===== src/rtl/exc_ctl_pkg.sv =====
package exc_ctl_pkg;

    localparam int CODE_W = 4;
    typedef logic [CODE_W-1:0] code_t;

    typedef struct packed {
        logic user;
        logic ie;
    } mode_pair_t;

    typedef struct packed {
        mode_pair_t old_p;
        mode_pair_t prev_p;
        mode_pair_t cur_p;
    } mode_stack_t;

    localparam int STACK_W = $bits(mode_stack_t);

    typedef enum logic [1:0] {
        SEL_STATUS = 2'd0,
        SEL_CAUSE  = 2'd1,
        SEL_EPC    = 2'd2,
        SEL_BADVA  = 2'd3
    } reg_sel_e;

    localparam code_t CODE_IRQ     = 4'd0;
    localparam code_t CODE_ADDR_LD = 4'd4;
    localparam code_t CODE_ADDR_ST = 4'd5;
    localparam code_t CODE_IBUS    = 4'd6;
    localparam code_t CODE_DBUS    = 4'd7;
    localparam code_t CODE_SYS     = 4'd8;
    localparam code_t CODE_BRK     = 4'd9;
    localparam code_t CODE_RSVD    = 4'd10;
    localparam code_t CODE_OVF     = 4'd12;

    function automatic logic code_has_addr(code_t c);
        return (c == CODE_ADDR_LD) || (c == CODE_ADDR_ST) ||
               (c == CODE_IBUS) || (c == CODE_DBUS);
    endfunction

    function automatic mode_stack_t stack_push(mode_stack_t s);
        mode_stack_t r;
        r.old_p  = s.prev_p;
        r.prev_p = s.cur_p;
        r.cur_p  = '0;
        return r;
    endfunction

    function automatic mode_stack_t stack_pop(mode_stack_t s);
        mode_stack_t r;
        r.old_p  = s.old_p;
        r.prev_p = s.old_p;
        r.cur_p  = s.prev_p;
        return r;
    endfunction

endpackage


===== src/rtl/exc_mode_stack.sv =====
module exc_mode_stack
    import exc_ctl_pkg::*;
#(
    parameter int MASK_N = 8
) (
    input  logic              clk,
    input  logic              rst,
    input  logic              exc_take,
    input  logic              ret_take,
    input  logic              wr_en,
    input  logic [MASK_N-1:0] wr_mask,
    input  mode_stack_t       wr_stack,
    output logic [MASK_N-1:0] mask_q,
    output mode_stack_t       stack_q
);

    always_ff @(posedge clk) begin
        if (rst) begin
            mask_q  <= '0;
            stack_q <= '0;
        end else if (exc_take) begin
            stack_q <= stack_push(stack_q);
        end else if (ret_take) begin
            stack_q <= stack_pop(stack_q);
        end else if (wr_en) begin
            mask_q  <= wr_mask;
            stack_q <= wr_stack;
        end
    end

    assert_exc_push_R2: assert property (@(posedge clk) disable iff (rst)
        exc_take |=> (stack_q.cur_p == 2'b00) &&
                     (stack_q.prev_p == $past(stack_q.cur_p)) &&
                     (stack_q.old_p == $past(stack_q.prev_p)));

    assert_ret_pop_R6: assert property (@(posedge clk) disable iff (rst)
        (ret_take && !exc_take) |=> (stack_q.old_p == $past(stack_q.old_p)) &&
                                    (stack_q.prev_p == $past(stack_q.old_p)) &&
                                    (stack_q.cur_p == $past(stack_q.prev_p)));

    assert_mask_hold_R11: assert property (@(posedge clk) disable iff (rst)
        (exc_take || ret_take) |=> $stable(mask_q));

endmodule


===== src/rtl/exc_cause_track.sv =====
module exc_cause_track
    import exc_ctl_pkg::*;
#(
    parameter int HW_N = 5
) (
    input  logic            clk,
    input  logic            rst,
    input  logic [HW_N-1:0] irq_lines,
    input  logic            exc_take,
    input  code_t           exc_code,
    input  logic            wr_en,
    input  code_t           wr_code,
    output logic [HW_N-1:0] pend_q,
    output code_t           code_q
);

    always_ff @(posedge clk) begin
        if (rst) begin
            pend_q <= '0;
        end else begin
            pend_q <= irq_lines;
        end
    end

    always_ff @(posedge clk) begin
        if (rst) begin
            code_q <= '0;
        end else if (exc_take) begin
            code_q <= exc_code;
        end else if (wr_en) begin
            code_q <= wr_code;
        end
    end

    assert_code_cap_R4: assert property (@(posedge clk) disable iff (rst)
        exc_take |=> code_q == $past(exc_code));

    assert_pend_follow_R7: assert property (@(posedge clk) disable iff (rst)
        1'b1 |=> pend_q == $past(irq_lines));

endmodule


===== src/rtl/exc_addr_capture.sv =====
module exc_addr_capture
    import exc_ctl_pkg::*;
#(
    parameter int XLEN = 32
) (
    input  logic            clk,
    input  logic            rst,
    input  logic            exc_take,
    input  code_t           exc_code,
    input  logic [XLEN-1:0] exc_pc,
    input  logic [XLEN-1:0] exc_addr,
    input  logic            wr_en,
    input  logic [XLEN-1:0] wr_data,
    output logic [XLEN-1:0] epc_q,
    output logic [XLEN-1:0] badva_q
);

    logic addr_fault;
    assign addr_fault = exc_take && code_has_addr(exc_code);

    always_ff @(posedge clk) begin
        if (rst) begin
            epc_q <= '0;
        end else if (exc_take) begin
            epc_q <= exc_pc;
        end else if (wr_en) begin
            epc_q <= wr_data;
        end
    end

    always_ff @(posedge clk) begin
        if (rst) begin
            badva_q <= '0;
        end else if (addr_fault) begin
            badva_q <= exc_addr;
        end
    end

    assert_epc_cap_R3: assert property (@(posedge clk) disable iff (rst)
        exc_take |=> epc_q == $past(exc_pc));

    assert_badva_hold_R5: assert property (@(posedge clk) disable iff (rst)
        !(exc_take && (exc_code inside {4'd4, 4'd5, 4'd6, 4'd7})) |=> $stable(badva_q));

endmodule


===== src/rtl/exc_ctl_regs.sv =====
module exc_ctl_regs
    import exc_ctl_pkg::*;
#(
    parameter int XLEN   = 32,
    parameter int HW_N   = 5,
    parameter int MASK_N = 8
) (
    input  logic            clk,
    input  logic            rst,
    input  logic            exc_req,
    input  logic [3:0]      exc_code,
    input  logic [XLEN-1:0] exc_pc,
    input  logic [XLEN-1:0] exc_addr,
    input  logic [HW_N-1:0] irq_lines,
    input  logic            rfe_req,
    input  logic            sw_wr_en,
    input  logic [1:0]      sw_sel,
    input  logic [XLEN-1:0] sw_wdata,
    input  logic [1:0]      sw_rd_sel,
    output logic [XLEN-1:0] sw_rdata,
    output logic            irq_out,
    output logic            user_mode
);

    localparam int MASK_LSB = 8;
    localparam int PEND_LSB = 10;
    localparam int CODE_LSB = 2;

    logic [MASK_N-1:0] mask_q;
    mode_stack_t       stack_q;
    logic [HW_N-1:0]   pend_q;
    code_t             code_q;
    logic [XLEN-1:0]   epc_q;
    logic [XLEN-1:0]   badva_q;

    logic     ret_take;
    logic     wr_ok;
    reg_sel_e wr_sel;
    reg_sel_e rd_sel;

    assign ret_take = rfe_req && !exc_req;
    assign wr_ok    = sw_wr_en && !stack_q.cur_p.user && !exc_req && !rfe_req;
    assign wr_sel   = reg_sel_e'(sw_sel);
    assign rd_sel   = reg_sel_e'(sw_rd_sel);

    exc_mode_stack #(.MASK_N(MASK_N)) u_stack (
        .clk      (clk),
        .rst      (rst),
        .exc_take (exc_req),
        .ret_take (ret_take),
        .wr_en    (wr_ok && (wr_sel == SEL_STATUS)),
        .wr_mask  (sw_wdata[MASK_LSB +: MASK_N]),
        .wr_stack (mode_stack_t'(sw_wdata[STACK_W-1:0])),
        .mask_q   (mask_q),
        .stack_q  (stack_q)
    );

    exc_cause_track #(.HW_N(HW_N)) u_cause (
        .clk       (clk),
        .rst       (rst),
        .irq_lines (irq_lines),
        .exc_take  (exc_req),
        .exc_code  (exc_code),
        .wr_en     (wr_ok && (wr_sel == SEL_CAUSE)),
        .wr_code   (sw_wdata[CODE_LSB +: CODE_W]),
        .pend_q    (pend_q),
        .code_q    (code_q)
    );

    exc_addr_capture #(.XLEN(XLEN)) u_addr (
        .clk      (clk),
        .rst      (rst),
        .exc_take (exc_req),
        .exc_code (exc_code),
        .exc_pc   (exc_pc),
        .exc_addr (exc_addr),
        .wr_en    (wr_ok && (wr_sel == SEL_EPC)),
        .wr_data  (sw_wdata),
        .epc_q    (epc_q),
        .badva_q  (badva_q)
    );

    logic [XLEN-1:0] status_word;
    logic [XLEN-1:0] cause_word;

    always_comb begin
        status_word = '0;
        status_word[MASK_LSB +: MASK_N] = mask_q;
        status_word[STACK_W-1:0] = stack_q;
        cause_word = '0;
        cause_word[PEND_LSB +: HW_N] = pend_q;
        cause_word[CODE_LSB +: CODE_W] = code_q;
    end

    always_comb begin
        case (rd_sel)
            SEL_STATUS: sw_rdata = status_word;
            SEL_CAUSE:  sw_rdata = cause_word;
            SEL_EPC:    sw_rdata = epc_q;
            default:    sw_rdata = badva_q;
        endcase
    end

    assign irq_out   = stack_q.cur_p.ie && |(pend_q & mask_q[HW_N-1:0]);
    assign user_mode = stack_q.cur_p.user;

    assert_reset_clear_R1: assert property (@(posedge clk)
        rst |=> (status_word == '0) && (epc_q == '0) && (badva_q == '0) && !irq_out);

    assert_irq_gated_R8: assert property (@(posedge clk) disable iff (rst)
        !stack_q.cur_p.ie |-> !irq_out);

    assert_user_nowrite_R10: assert property (@(posedge clk) disable iff (rst)
        (sw_wr_en && user_mode && !exc_req && !rfe_req) |=>
            $stable(epc_q) && $stable(mask_q) && $stable(code_q) && $stable(stack_q));

    assert_badva_ro_R9: assert property (@(posedge clk) disable iff (rst)
        (sw_wr_en && !exc_req) |=> $stable(badva_q));

endmodule


===== config.mk =====
export PLATFORM = sky130hd
export DESIGN_NAME = exc_ctl_regs
export DESIGN_NICKNAME = d
export VERILOG_FILES = /design/src/rtl/exc_ctl_pkg.sv /design/src/rtl/exc_mode_stack.sv /design/src/rtl/exc_cause_track.sv /design/src/rtl/exc_addr_capture.sv /design/src/rtl/exc_ctl_regs.sv
export SDC_FILE = /design/constraint.sdc
export NUM_CORES = 1
export LEC_CHECK = 0
export BUFFER_PORTS_ARGS = -buffer_cell sky130_fd_sc_hd__buf_2
export CAP_MARGIN = 20
export CORE_ASPECT_RATIO = 0.5
export CORE_MARGIN = 2
export CORE_UTILIZATION = 44
export CTS_BUF_LIST = sky130_fd_sc_hd__clkbuf_8
export DETAILED_ROUTE_END_ITERATION = 7
export PLACE_DENSITY = 0.78
export SYNTH_ARGS = -nofsm -noshare
export SYNTH_HDL_FRONTEND = slang
export SYNTH_HIERARCHICAL = 1
export SYNTH_SLANG_ARGS = --single-unit

===== constraint.sdc =====
create_clock -name clk -period 4.4 [get_ports clk]
set_clock_uncertainty 0.15 [all_clocks]
set_input_delay 0.44 -clock clk [delete_from_list [all_inputs] [get_ports clk]]
set_output_delay 0.44 -clock clk [all_outputs]
set_load 0.01 [all_outputs]

# ---- Word level (Yosys, flattened, before mapping)
# Index checks and enable logic that the tools add are counted.
dict set report totals {
  register_bits 87
  latchBits 0
  ram_bits 0
  mem_bits_ro 0
  n_memories 0
}
dict set report op_classes {
  addsub 0
  multipliers 0
  div_mod_pow 0
  n_lt_le_gt_ge 0
  eq_ne 9
  shift 0
  mux 8
  n_bitwise 3
  reduce_logical 26
}
# cell count
set ops {}
lappend ops {{32-bit case mux with 3 select lines} 1}
lappend ops {{32-bit two-way mux} 2}
lappend ops {{6-bit two-way mux} 3}
lappend ops {{4-bit by 3-bit equality test with 1-bit output (second input constant)} 4}
lappend ops {{1-bit logical AND} 9}
lappend ops {{4-bit two-way mux} 2}
lappend ops {{2-bit nonzero test} 4}
lappend ops {{5-bit AND} 1}
lappend ops {{5-bit OR reduction} 1}
lappend ops {{2-bit by 1-bit equality test with 1-bit output (second input constant)} 2}
lappend ops {{2-bit equality test (second input constant)} 2}
lappend ops {{2-bit zero test} 2}
lappend ops {{1-bit zero test} 3}
lappend ops {{1-bit logical OR} 3}
lappend ops {{3-bit AND reduction} 1}
lappend ops {{3-bit nonzero test} 1}
lappend ops {{2-bit inequality test (second input constant)} 1}
lappend ops {{1-bit inverter} 2}
lappend ops {{2-bit AND reduction} 1}
lappend ops {{2-bit OR reduction} 1}

# ---- Depth between registers and ports, before layout
# Gate-level depths: netlist of the first run.
dict set report logic_depth {
  word_depth 8
  depth_mapped 7
  depth_no_buf 5
}

# ---- Hierarchy
# The synthesis of the first run kept the hierarchy.
# module instances cells_per_inst area_each_um2 seq_area_each_um2
set by_module_without_submodules {}
lappend by_module_without_submodules {exc_addr_capture 1 282 3135.5 1281.2}
lappend by_module_without_submodules {exc_ctl_regs 1 71 759.5 0.0}
lappend by_module_without_submodules {exc_mode_stack 1 70 621.8 280.3}
lappend by_module_without_submodules {exc_cause_track 1 28 321.6 180.2}

# ---- Least setup slack after synthesis of the first run
# Ideal clock, no wire load.
dict set report synth_timing {
  kind {input port to flip-flop}
  start {input rfe_req}
  end {register u_stack/stack_q[4] (netlist name)}
  setup_ps 115
  arrival_ps 1894
  t_required_ps 4135
  setup_slack_ps 2241
  path_stages 6
  path_buffers 1
  cell_sequence {or4b_4 -> nor3_1 -> buf_4 -> nor2b_4 -> mux2_2 -> o21a_1}
}
dict set report synth_via {
  elab_chain_len 5
  elab_cells_between_ends 7
}
# item line
set synth_lines {}
lappend synth_lines {{from (decl)} exc_ctl_regs.sv:15} ;# input logic rfe_req,
lappend synth_lines {{1-bit zero test} exc_ctl_regs.sv:42} ;# assign wr_ok = sw_wr_en && !stack_q.cur_p.user && !exc_req && !rfe_req;
lappend synth_lines {{1-bit logical AND} exc_ctl_regs.sv:42}
lappend synth_lines {{1-bit logical AND} exc_ctl_regs.sv:51} ;# .wr_en (wr_ok && (wr_sel == SEL_STATUS)),
lappend synth_lines {{2-bit nonzero test (no source line)} n/a}
lappend synth_lines {{2-bit AND reduction (no source line) (*)} n/a}
# Mark *: on every way between the ends. The rest lies on a longest branch, timed or not.
# A chain may end at the register's enable or synchronous reset.

# ---- Worst setup path in the final report of the first run
dict set report layout_timing {
  start {input sw_rd_sel[0]}
  end {output sw_rdata[8]}
}
dict set report layout_via {
  elab_chain_len 2
  elab_cells_between_ends 4
}
# item line
set layout_lines {}
lappend layout_lines {{from (decl)} exc_ctl_regs.sv:19} ;# input logic [1:0] sw_rd_sel,
lappend layout_lines {{2-bit equality test, or another cell as far along} exc_ctl_regs.sv:96} ;# case (rd_sel)
lappend layout_lines {{32-bit case mux with 3 select lines (*)} exc_ctl_regs.sv:96}
lappend layout_lines {{to (decl)} exc_ctl_regs.sv:20} ;# output logic [XLEN-1:0] sw_rdata,
# Marks and branches as above.

==> summary.md, run 1 <==
| Metric | Value |
|---|---|
| Largest net degree at the start of global routing | `105` |
| Yosys reg bits | `87` |
| Worst Max-Slew Pin Slew | `1.06 ns` |
| GRT Total Usage | `0.196` |
| Mapped Nets | `565` |
| Adder-Cell Fraction of Synth Area | `0` |
| Data arrival, critical path | `2.03 ns` |
| Worst skew pair latency | `0.36 ns` |
| Mux share of post-synthesis cell area | `0.244` |
| Clock Tree Buf Depth | `2` |
| DR DRC count | `0` |
| Period minus WS final | `2.62 ns` |
| Peak VDD IR | `0.000139 V` |
| Critical path launch point type | `primary input` |
| Fin. Hold Viols | `0` |
| Unrepaired setup endpoints after global routing | `false` |
| Crit. End Element | `output port` |
| Slew headroom | `0.293` |
| Layout cell share with drive strength beyond 1 | `0.380` |
| Initial drt markers | `174` |
| Slew Viols, Final | `0` |
| Port Buffers | `147` |
| GRT overflow | `0` |
| Die width | `152 um` |
| Lkg Pwr | `2.24 nW` |
| Tcrit/Tclk final | `0.596` |
| Via count | `3678` |
| Average wire per standard cell | `16.1 um` |
| Status | `finished clean` |
| Worst setup margin | `1.78 ns` |
| Row count | `26` |
| IO Pins | `148` |
| First-pass GRT wire length | `18500 um` |
| Diodes inserted | `0` |
| Power per cell area | `296 nW/um^2` |
| Crit Path Class | `primary input to output port` |
| Chip height | `78.2 um` |
| Largest family of logic cells by synthesized area | `multiplexers` |
| XOR/XNOR Fraction of Synth Area | `0` |
| Starting density of the core | `0.463` |
| Synth Area in Simple Gates | `0.200` |
| Worst reg-to-reg setup slack | `1.96 ns` |
| First-pass iteration count of the detailed router | `4` |
| Worst reg-to-reg path cell count | `5` |
| Max-cap violations | `0` |
| Synthesized cell area | `4840 sq um` |
| Placer congestion estimate | `0.780` |
| Worst hold path class | `primary input to flop` |
| Clock transition at path regs | `0.09 ns` |
| Vias in the first global route | `3640` |
| Cts hold-fix bufs | `0` |
| TritonCTS Buffers | `9` |
| Cell count after synthesis | `451` |
| Hold Path Stages | `2` |
| Post-DP HPWL | `8040 um` |
| Root Driver | `clkbuf_8` |
| Setup TNS | `0 ns` |
| Die area | `11900 sq um` |
| Area Growth Syn to Fin | `17.4%` |
| Overall power | `0.00168 W` |
| Yosys warning count | `6` |
| H-tree depth | `3` |
| Distinct cells, synth | `36` |
| Wirelength, routed | `11700 um` |
| Critical Path RT | `3.81 ns` |
| Final setup viols | `0` |
| Post-route ant nets | `0` |
| Clk sink count | `87` |
| Avg Cell Area, Syn | `10.7 sq um` |
| Setup Slack @ Placement | `1.73 ns` |
| Max Fclk | `381 MHz` |
| Cts repair resizes | `0` |
| Vias per cell | `5.08` |
| Core area | `10400 sq um` |
| Synth Area in Compound Gates | `0.125` |
| Post-CTS Repair Setup Buffers | `0` |
| Initial antenna violation count | `0` |
| Fin nets | `693` |
| Sequential fraction of the synthesis area | `0.360` |
| Crit-path max FO | `23` |
| CTS tree | `built` |
[kinds of logic (layout without fill, tap and decap cells)]
group           after synthesis  in the layout
compound gates               62             62
buf+inv                      41            174
flops                        87             87
mux                         104            104
simple gates                157            157
[per-stage QoR]
step,hold slack [ns],utilization,std cells,area [sq um]
after global placement,0.292,0.525,708,5490
after floorplan,0.283,-,451,4840
after CTS,0.122,0.544,724,5680
after detailed placement,0.298,0.525,708,5490
final,0.136,0.544,724,5680
after global routing,0.109,0.544,724,5680
[area by class of cell]
| cell class | count | area, sq um |
|---|---|---|
| tap | 140 | 175 |
| timing repair buffer | 154 | 791 |
| inverter | 4 | 15.0 |
| sequential | 87 | 1740 |
| multi-input combinational | 323 | 2760 |
| fill | 944 | 4760 |
| clock inverter | 7 | 72.6 |
| clock buffer | 9 | 124 |
[placed cells by master, fill, tap and decap left out, drive strengths merged, types with 5 or more instances in the layout]
| cell | count |
|---|---|
| mux2i | 88 |
| nand2 | 18 |
| mux4 | 9 |
| nor2b | 63 |
| buf | 154 |
| mux2 | 7 |
| a21oi | 10 |
| clkbuf | 9 |
| nand2b | 64 |
| dfxtp | 87 |
| a22o | 5 |
| a211oi | 38 |
[synthesized netlist by cell type (all sizes together)]
library cell	instances	area, sq um
or3b	1	8.76
inv	4	15.0
a22oi	1	7.51
a2111oi	2	17.5
clkbuf	8	30.0
mux2	7	93.8
a21boi	1	7.51
a222oi	1	10.0
mux4	9	206
nor3b	3	37.5
or4b	1	13.8
nor3	1	5.00
dfxtp	87	1740
buf	26	270
a21oi	10	50.1
a22o	5	43.8
dlygate4sd1	3	26.3
o221ai	2	17.5
nand2	18	67.6
and3b	1	8.76
nor2	2	7.51
mux2i	88	881
o21a	2	15.0
a211oi	38	435
or3	1	6.26
nand2b	64	400
nor2b	63	404
nand3	2	10.0
[worst max-delay path, cell delays in order]
cell,delay [ns]
buf_2,0.59
buf_4,0.35
nor2_1,0.16
a22o_1,0.33
buf_2,0.15
[metal layers]
| layer | GRT usage | wire length [um] |
|---|---|---|
| met1 | 0.251 | 5420 |
| met2 | 0.333 | 5520 |
| met3 | 0.0530 | 627 |
| met4 | 0.0421 | 109 |
| met5 | 0 | 0 |
[worst paths after layout]
kind | start | end
setup / recovery | sw_rd_sel[0] | sw_rdata[8]
hold / removal | irq_lines[3] | u_cause/pend_q[3]
setup reg to reg | u_stack/stack_q[1] | u_addr/epc_q[9]
hold reg to reg | u_stack/mask_q[7] | u_stack/mask_q[7]
[power by group]
part           internal [W]  switching, W  leakage [nW]
Combinational      0.000139      0.000132          1.43
Clock              0.000263      0.000298        0.0956
Sequential         0.000826     0.0000219         0.715
Total               0.00123      0.000452          2.24
[flip-flops by register name, indices dropped and copies added, names as in the netlist]
signal           flops
u_cause/code_q       4
u_cause/pend_q       5
u_stack/mask_q       8
u_addr/badva_q      32
u_stack/stack_q      6
u_addr/epc_q        32
Note: power is estimated with default switching activity, not from simulation.
==> run 2: changes to the inputs <==
--- a/config.mk
+++ b/config.mk
@@ -12,7 +12,7 @@
 export CORE_UTILIZATION = 44
 export CTS_BUF_LIST = sky130_fd_sc_hd__clkbuf_8
 export DETAILED_ROUTE_END_ITERATION = 7
-export PLACE_DENSITY = 0.78
+export PLACE_DENSITY = 0.81
 export SYNTH_ARGS = -nofsm -noshare
 export SYNTH_HDL_FRONTEND = slang
 export SYNTH_HIERARCHICAL = 1
==> constraint.sdc (replaced) <==
create_clock -name clk -period 2.4 [get_ports clk]
set_clock_uncertainty 0.15 [all_clocks]
set_input_delay 0.24 -clock clk [delete_from_list [all_inputs] [get_ports clk]]
set_output_delay 0.24 -clock clk [all_outputs]
set_load 0.01 [all_outputs]
==> run 2 against run 1 <==
  * Combinational power rose by 110%
  * Register-to-register slack got worse by 1.7 ns
  * Flip-flop and latch count unchanged
  * Clock power increased by 76%
  * Die area unchanged
  * Via count rose by 8.6%
  * Hold slack got worse by 0.11 ns
  * Cell count rose by 8.0%
  * Sequential power up 84%
  * Total power increased by 86%
  * Worst setup slack lost 1.5 ns
==> summary.md, run 2 (synthesis gave the netlist of run 1 again) <==
| Metric | Value |
|---|---|
| Status | `finished clean (unchanged)` |
| Chip height | `78.2 um (unchanged)` |
| Layout cell share with drive strength beyond 1 | `0.365 (was 0.380)` |
| Data arrival, critical path | `2.24 ns (was 2.03 ns)` |
| Area Growth Syn to Fin | `29.4% (was 17.4%)` |
| Critical Path RT | `2.49 ns (was 3.81 ns)` |
| H-tree depth | `3 (unchanged)` |
| Average wire per standard cell | `16.4 um (was 16.1 um)` |
| Clk sink count | `87 (unchanged)` |
| Crit-path max FO | `8 (was 23)` |
| Fin nets | `750 (was 693)` |
| Crit Path Class | `flop to flop (was primary input to output port)` |
| Setup TNS | `0 ns (unchanged)` |
| Core area | `10400 sq um (unchanged)` |
| Fillers | `876 (was 944)` |
| CP max stage delay | `0.59 ns (about the same)` |
| CTS tree | `built (unchanged)` |
| Critical-path cell list | `or4b_4 > nor3_2 > or3b_1 > nand2_1 > a21oi_1 (was buf_2 > buf_4 > nor2_1 > a22o_1 > buf_2)` |
| Worst skew pair latency | `0.36 ns (about the same)` |
| Placer congestion estimate | `0.789 (was 0.780)` |
| Via count | `3996 (was 3678)` |
| FF/Latch Area | `1740 sq um (unchanged)` |
| Core Util, Final | `0.599 (was 0.544)` |
| TritonCTS Buffers | `9 (unchanged)` |
| Clock transition at path regs | `0.10 ns (was 0.09 ns)` |
| GRT overflow | `0 (unchanged)` |
| Max Fclk | `465 MHz` |
| Worst Max-Slew Pin Slew | `0.605 ns (was 1.06 ns)` |
| Worst Hold Path EP | `u_cause/code_q[0] (was u_cause/pend_q[3])` |
| Clock Tree Buf Depth | `2 (unchanged)` |
| Slowest stage cell on the critical path | `or4b_4 (was buf_2)` |
| Post-route ant nets | `0 (unchanged)` |
| Slew Viols, Final | `0 (unchanged)` |
| Unrepaired setup endpoints after global routing | `false (unchanged)` |
| Vias per cell | `5.11 (was 5.08)` |
| Hold Path Stages | `3 (was 2)` |
| Worst Hold Launch | `exc_code[0] (was irq_lines[3])` |
| Setup Slack @ Placement | `0.151 ns (was 1.73 ns)` |
| Top flop regs | `u_addr/badva_q (32), u_addr/epc_q (32), u_stack/mask_q (8) (unchanged)` |
| Placed cell area | `5610 sq um (was 5490 sq um)` |
| Reg-to-reg startpoint | `u_stack/stack_q[1] (unchanged)` |
| Worst reg-to-reg setup slack | `0.25 ns (was 1.96 ns)` |
| GRT Total Usage | `0.219 (was 0.196)` |
| Root Driver | `clkbuf_8 (unchanged)` |
| Lkg Pwr | `2.50 nW (was 2.24 nW)` |
| Commonest cells after routing, fill and taps aside | `buf_2 (146), mux2i_1 (88), dfxtp_1 (87), nand2b_1 (64), nor2b_1 (61) (unchanged)` |
| Final setup viols | `0 (unchanged)` |
| Post-CTS Repair Setup Buffers | `0 (unchanged)` |
| Largest net degree at the start of global routing | `58 (was 105)` |
| Critical path launch point type | `flop (was primary input)` |
| Period minus WS final | `2.15 ns` |
| Wirelength, routed | `12900 um (was 11700 um)` |
| Power per cell area | `498 nW/um^2 (was 296 nW/um^2)` |
| Initial antenna violation count | `1 (was 0)` |
| Tcrit/Tclk final | `0.897` |
| Max-cap violations | `0 (unchanged)` |
| Worst hold path class | `primary input to flop (unchanged)` |
| Slew headroom | `0.596 (was 0.293)` |
| First-pass iteration count of the detailed router | `4 (unchanged)` |
| IO Pins | `148 (unchanged)` |
| Final instance area | `6260 sq um (was 5680 sq um)` |
| Die area | `11900 sq um (unchanged)` |
| Most common cell after layout, fill and taps aside | `buf_2 (unchanged)` |
| Vias in the first global route | `4195 (was 3640)` |
| Post-DP HPWL | `8700 um (was 8040 um)` |
| Crit. End Element | `flop (was output port)` |
| Starting density of the core | `0.463 (unchanged)` |
| Multi-input gate area | `2770 sq um (was 2760 sq um)` |
| Worst reg-to-reg path cell count | `5 (unchanged)` |
| Fin. Hold Viols | `0 (unchanged)` |
| Row count | `26 (unchanged)` |
| Initial drt markers | `220 (was 174)` |
| Port Buffers | `147 (unchanged)` |
| DR DRC count | `0 (unchanged)` |
| Worst setup margin | `0.247 ns (was 1.78 ns)` |
| Die width | `152 um (unchanged)` |
| First-pass GRT wire length | `20700 um (was 18500 um)` |
| Overall power | `0.00312 W (was 0.00168 W)` |
| RR Endpoint | `u_stack/mask_q[7] (was u_addr/epc_q[9])` |
| Peak VDD IR | `0.000298 V (was 0.000139 V)` |
[run 2: changes by cell type in the layout (fill, tap and decap cells not counted), sizes merged]
cell	change
dlygate4sd3	+46
buf	+11
bufinv	-1
diode	+1
inv	+4
clkinv	-3
[run 2: what timing repair did]
action,CTS,global route
hold buffers,46,0
gates resized for setup,0,1
endpoints found under the hold margin,46,0
endpoints found under the setup margin,0,1
[run 2: layout make-up]
class | instances | share of cell area
diodes | 1 | 0.000400
repair buffers | 211 | 0.219
well taps | 140 | 0.0280
clock buffers | 9 | 0.0198
inverters | 4 | 0.00240
clock inverters | 7 | 0.00980
multi-input cells | 323 | 0.442
flip-flops and latches | 87 | 0.278
[run 2: worst max-delay path: cells and delay by family, from the launching register on]
family           cells  cell delay (ns)
flip-flops           1             0.36
AO/OA/AOI/OAI        1             0.07
AND/OR/NAND/NOR      4             1.45
[run 2: worst max-delay path by stage]
stage / start / to / slack, ns / depth (start not counted)
global placement: u_stack/stack_q[1] / u_stack/mask_q[0] / 0.19 / 5
CTS: u_stack/stack_q[1] / u_stack/mask_q[7] / 0.14 / 5
finish: u_stack/stack_q[1] / u_stack/mask_q[7] / 0.25 / 5
detailed placement: u_stack/stack_q[1] / u_stack/mask_q[7] / 0.15 / 5
floorplan: u_stack/stack_q[1] / u_stack/stack_q[4] / 0.30 / 6
global route: u_stack/stack_q[1] / u_stack/mask_q[7] / 0.14 / 5
[run 2: routing by layer]
metal | GRT usage | share of wire
met5 | 0 | 0
met4 | 0.0888 | 0.020
met3 | 0.0469 | 0.060
met2 | 0.386 | 0.50
met1 | 0.263 | 0.42
[run 2: stage by stage]
stage,std cells,hold WS [ns]
after floorplan,451,0.162
after global placement,719,0.299
after detailed placement,719,0.308
after CTS,781,0.00311
after global routing,781,0.00884
final,782,0.0229
[run 2: report_power, final]
group          switching, W  internal (W)
Combinational      0.000262      0.000313
Sequential        0.0000413       0.00151
Clock              0.000589      0.000398
Total              0.000892       0.00223
==> run 3: changes to the inputs <==
--- a/config.mk
+++ b/config.mk
@@ -7,12 +7,15 @@
 export LEC_CHECK = 0
 export BUFFER_PORTS_ARGS = -buffer_cell sky130_fd_sc_hd__buf_2
 export CAP_MARGIN = 20
+export CELL_PAD_IN_SITES_DETAIL_PLACEMENT = 1
+export CELL_PAD_IN_SITES_GLOBAL_PLACEMENT = 2
 export CORE_ASPECT_RATIO = 0.5
 export CORE_MARGIN = 2
-export CORE_UTILIZATION = 44
+export CORE_UTILIZATION = 30
 export CTS_BUF_LIST = sky130_fd_sc_hd__clkbuf_8
+export CTS_CLUSTER_DIAMETER = 100
 export DETAILED_ROUTE_END_ITERATION = 7
-export PLACE_DENSITY = 0.81
+export PLACE_DENSITY = 0.87
 export SYNTH_ARGS = -nofsm -noshare
 export SYNTH_HDL_FRONTEND = slang
 export SYNTH_HIERARCHICAL = 1
==> run 3 against run 2 <==
  * Combinational power grew 2%
  * Worst setup slack lost 0.059 ns
  * Critical endpoint is now u_stack/mask_q[6]
  * Register-to-register slack lost 0.06 ns
  * Highest routed layer unchanged
  * Die area grew 45%
  * Largest power group unchanged
  * Critical path depth is the same
  * Largest cell class unchanged
  * Sequential power is essentially flat
  * Design area grew 1.8%
  * Count of clock-buffer cells in the layout is the same
  * Flip-flop and latch count is the same
  * Total power grew 5.0%
==> summary.md, run 3 (synthesis gave the netlist of run 1 again) <==
| Metric | Value |
|---|---|
| Worst skew pair latency | `0.37 ns (was 0.36 ns)` |
| Lkg Pwr | `2.51 nW (was 2.50 nW)` |
| Cells after DPL | `781 (was 719)` |
| Initial drt markers | `146 (was 220)` |
| Vias per cell | `4.71 (was 5.11)` |
| Non-Filler Instances | `842 (was 782)` |
| DR DRC count | `0 (unchanged)` |
| Row count | `32 (was 26)` |
| Clk sink count | `87 (unchanged)` |
| Wirelength, routed | `14400 um (was 12900 um)` |
| Data arrival, critical path | `2.31 ns (was 2.24 ns)` |
| Int Pwr | `0.00234 W (was 0.00223 W)` |
| GRT Total Usage | `0.171 (was 0.219)` |
| Slew headroom | `0.599 (was 0.596)` |
| Vias in the first global route | `4344 (was 4195)` |
| Most common cell after layout, fill and taps aside | `buf_2 (unchanged)` |
| Crit Path Class | `flop to flop (unchanged)` |
| Clock Tree Buf Depth | `2 (unchanged)` |
| Power per cell area | `514 nW/um^2 (was 498 nW/um^2)` |
| Critical Path RT | `2.50 ns (was 2.49 ns)` |
| Worst Max-Slew Pin Slew | `0.601 ns (was 0.605 ns)` |
| CTS tree | `built (unchanged)` |
| Root Driver | `clkbuf_8 (unchanged)` |
| Chip height | `93.8 um (was 78.2 um)` |
| Post-route ant nets | `0 (unchanged)` |
| Register share of total power | `0.475 (was 0.499)` |
| Setup TNS | `0 ns (unchanged)` |
| Post-CTS Repair Setup Buffers | `0 (unchanged)` |
| Port Buffers | `147 (unchanged)` |
| H-tree depth | `3 (unchanged)` |
| Slew Viols, Final | `0 (unchanged)` |
| Die width | `184 um (was 152 um)` |
| Crit-path max FO | `8 (unchanged)` |
| Critical-path cell list | `or4b_4 > nor3_1 > or3b_1 > nand2_1 > a21oi_1 (was or4b_4 > nor3_2 > or3b_1 > nand2_1 > a21oi_1)` |
| Slowest stage cell on the critical path | `or4b_4 (unchanged)` |
| Peak VDD IR | `0.000233 V (was 0.000298 V)` |
| Clock power frac | `0.346 (was 0.317)` |
| Core area | `15600 sq um (was 10400 sq um)` |
| Layout cell share with drive strength beyond 1 | `0.364 (was 0.365)` |
| TritonCTS Buffers | `9 (unchanged)` |
| CP max stage delay | `0.57 ns (was 0.59 ns)` |
| Top flop regs | `u_addr/badva_q (32), u_addr/epc_q (32), u_stack/mask_q (8) (unchanged)` |
| Die area | `17200 sq um (was 11900 sq um)` |
| Initial antenna violation count | `0 (was 1)` |
| Fin nets | `747 (was 750)` |
| Comb pwr share | `0.179 (was 0.184)` |
| Status | `finished clean (unchanged)` |
| IO Pins | `148 (unchanged)` |
| Clock transition at path regs | `0.11 ns (was 0.10 ns)` |
| Critical path launch point type | `flop (unchanged)` |
| Crit. End Element | `flop (unchanged)` |
| Starting density of the core | `0.311 (was 0.463)` |
| Switching Share | `0.286 (about the same)` |
| Final setup viols | `0 (unchanged)` |
| Max-cap violations | `0 (unchanged)` |
| Worst setup margin | `0.189 ns (was 0.247 ns)` |
| GRT overflow | `0 (unchanged)` |
| Cell family with the largest share of critical-path delay | `simple AND/OR/NAND/NOR gates (unchanged)` |
| Diodes inserted | `0 (was 1)` |
| Setup Slack @ Placement | `0.148 ns (was 0.151 ns)` |
| Largest net degree at the start of global routing | `57 (was 58)` |
| Commonest cells after routing, fill and taps aside | `buf_2 (146), mux2i_1 (88), dfxtp_1 (87), nand2b_1 (64), nor2b_1 (61) (unchanged)` |
| Placer congestion estimate | `0.748 (was 0.789)` |
| Period minus WS final | `2.21 ns (was 2.15 ns)` |
| Worst path buffer plus inverter count | `0 (unchanged)` |
| Psw | `0.000934 W (was 0.000892 W)` |
| First-pass GRT wire length | `22700 um (was 20700 um)` |
| Via count | `3967 (was 3996)` |
| Worst hold path class | `primary input to flop (unchanged)` |
| Tcrit/Tclk final | `0.921 (was 0.897)` |
| Area Growth Syn to Fin | `31.6% (was 29.4%)` |
| Unrepaired setup endpoints after global routing | `false (unchanged)` |
| First-pass iteration count of the detailed router | `4 (unchanged)` |
| Fin. Hold Viols | `0 (unchanged)` |
| Worst reg-to-reg setup slack | `0.19 ns (was 0.25 ns)` |
| Max Fclk | `452 MHz (was 465 MHz)` |
| Post-DP HPWL | `9970 um (was 8700 um)` |
| Average wire per standard cell | `17.1 um (was 16.4 um)` |
## run 3: repair_timing
action                    CTS  global route
hold buffers               45             0
hold endpoints to repair   45             0
resized for setup           0             0
## run 3: metrics by stage
step / power [W] / instance area, sq um / util / hold slack, ns
finish: 0.00327 / 6370 / 0.409 / 0.0188
global route: 0.00343 / 6370 / 0.409 / 0.0116
CTS: 0.00332 / 6370 / 0.409 / 0.00185
detailed placement: 0.00212 / 5710 / 0.366 / 0.305
global placement: 0.00211 / 5710 / 0.366 / 0.297
floorplan: 0.00191 / 4840 / - / 0.162
## run 3: layout make-up
class | instances | area, sq um
fillers | 1781 | 9210
multi-input cells | 323 | 2760
flip-flops and latches | 87 | 1740
repair buffers | 208 | 1380
well taps | 204 | 255
clock buffers | 9 | 124
clock inverters | 7 | 86.3
inverters | 4 | 15.0
## run 3: power by group through the flow
stage / Sequential, W / Clock, W / Combinational (W)
2_1_floorplan: 0.00157 / 0 / 0.000338
3_3_place_gp: 0.00159 / 0 / 0.000522
5_1_grt: 0.00156 / 0.00122 / 0.000638
6_report: 0.00156 / 0.00113 / 0.000585
4_1_cts: 0.00156 / 0.00117 / 0.000591
3_5_place_dp: 0.00159 / 0 / 0.000531
## run 3: path summary, 6_finish.rpt
path,from,to,depth (start not counted)
worst max register to register,u_stack/stack_q[1],u_stack/mask_q[6],5
worst max-delay path,u_stack/stack_q[1],u_stack/mask_q[6],5
worst min-delay path,exc_code[1],u_cause/code_q[1],3
worst min register to register,u_addr/badva_q[0],u_addr/badva_q[0],2
## run 3: tightest hold or removal path, stage by stage
cell	delay, ns
buf_2	0.10
nor2b_1	0.11
a211oi_1	0.06
## run 3: layer usage
metal | share of wire | global-route usage
met5 | 0 | 0
met4 | 0.017 | 0.0553
met3 | 0.030 | 0.0298
met2 | 0.50 | 0.304
met1 | 0.45 | 0.212
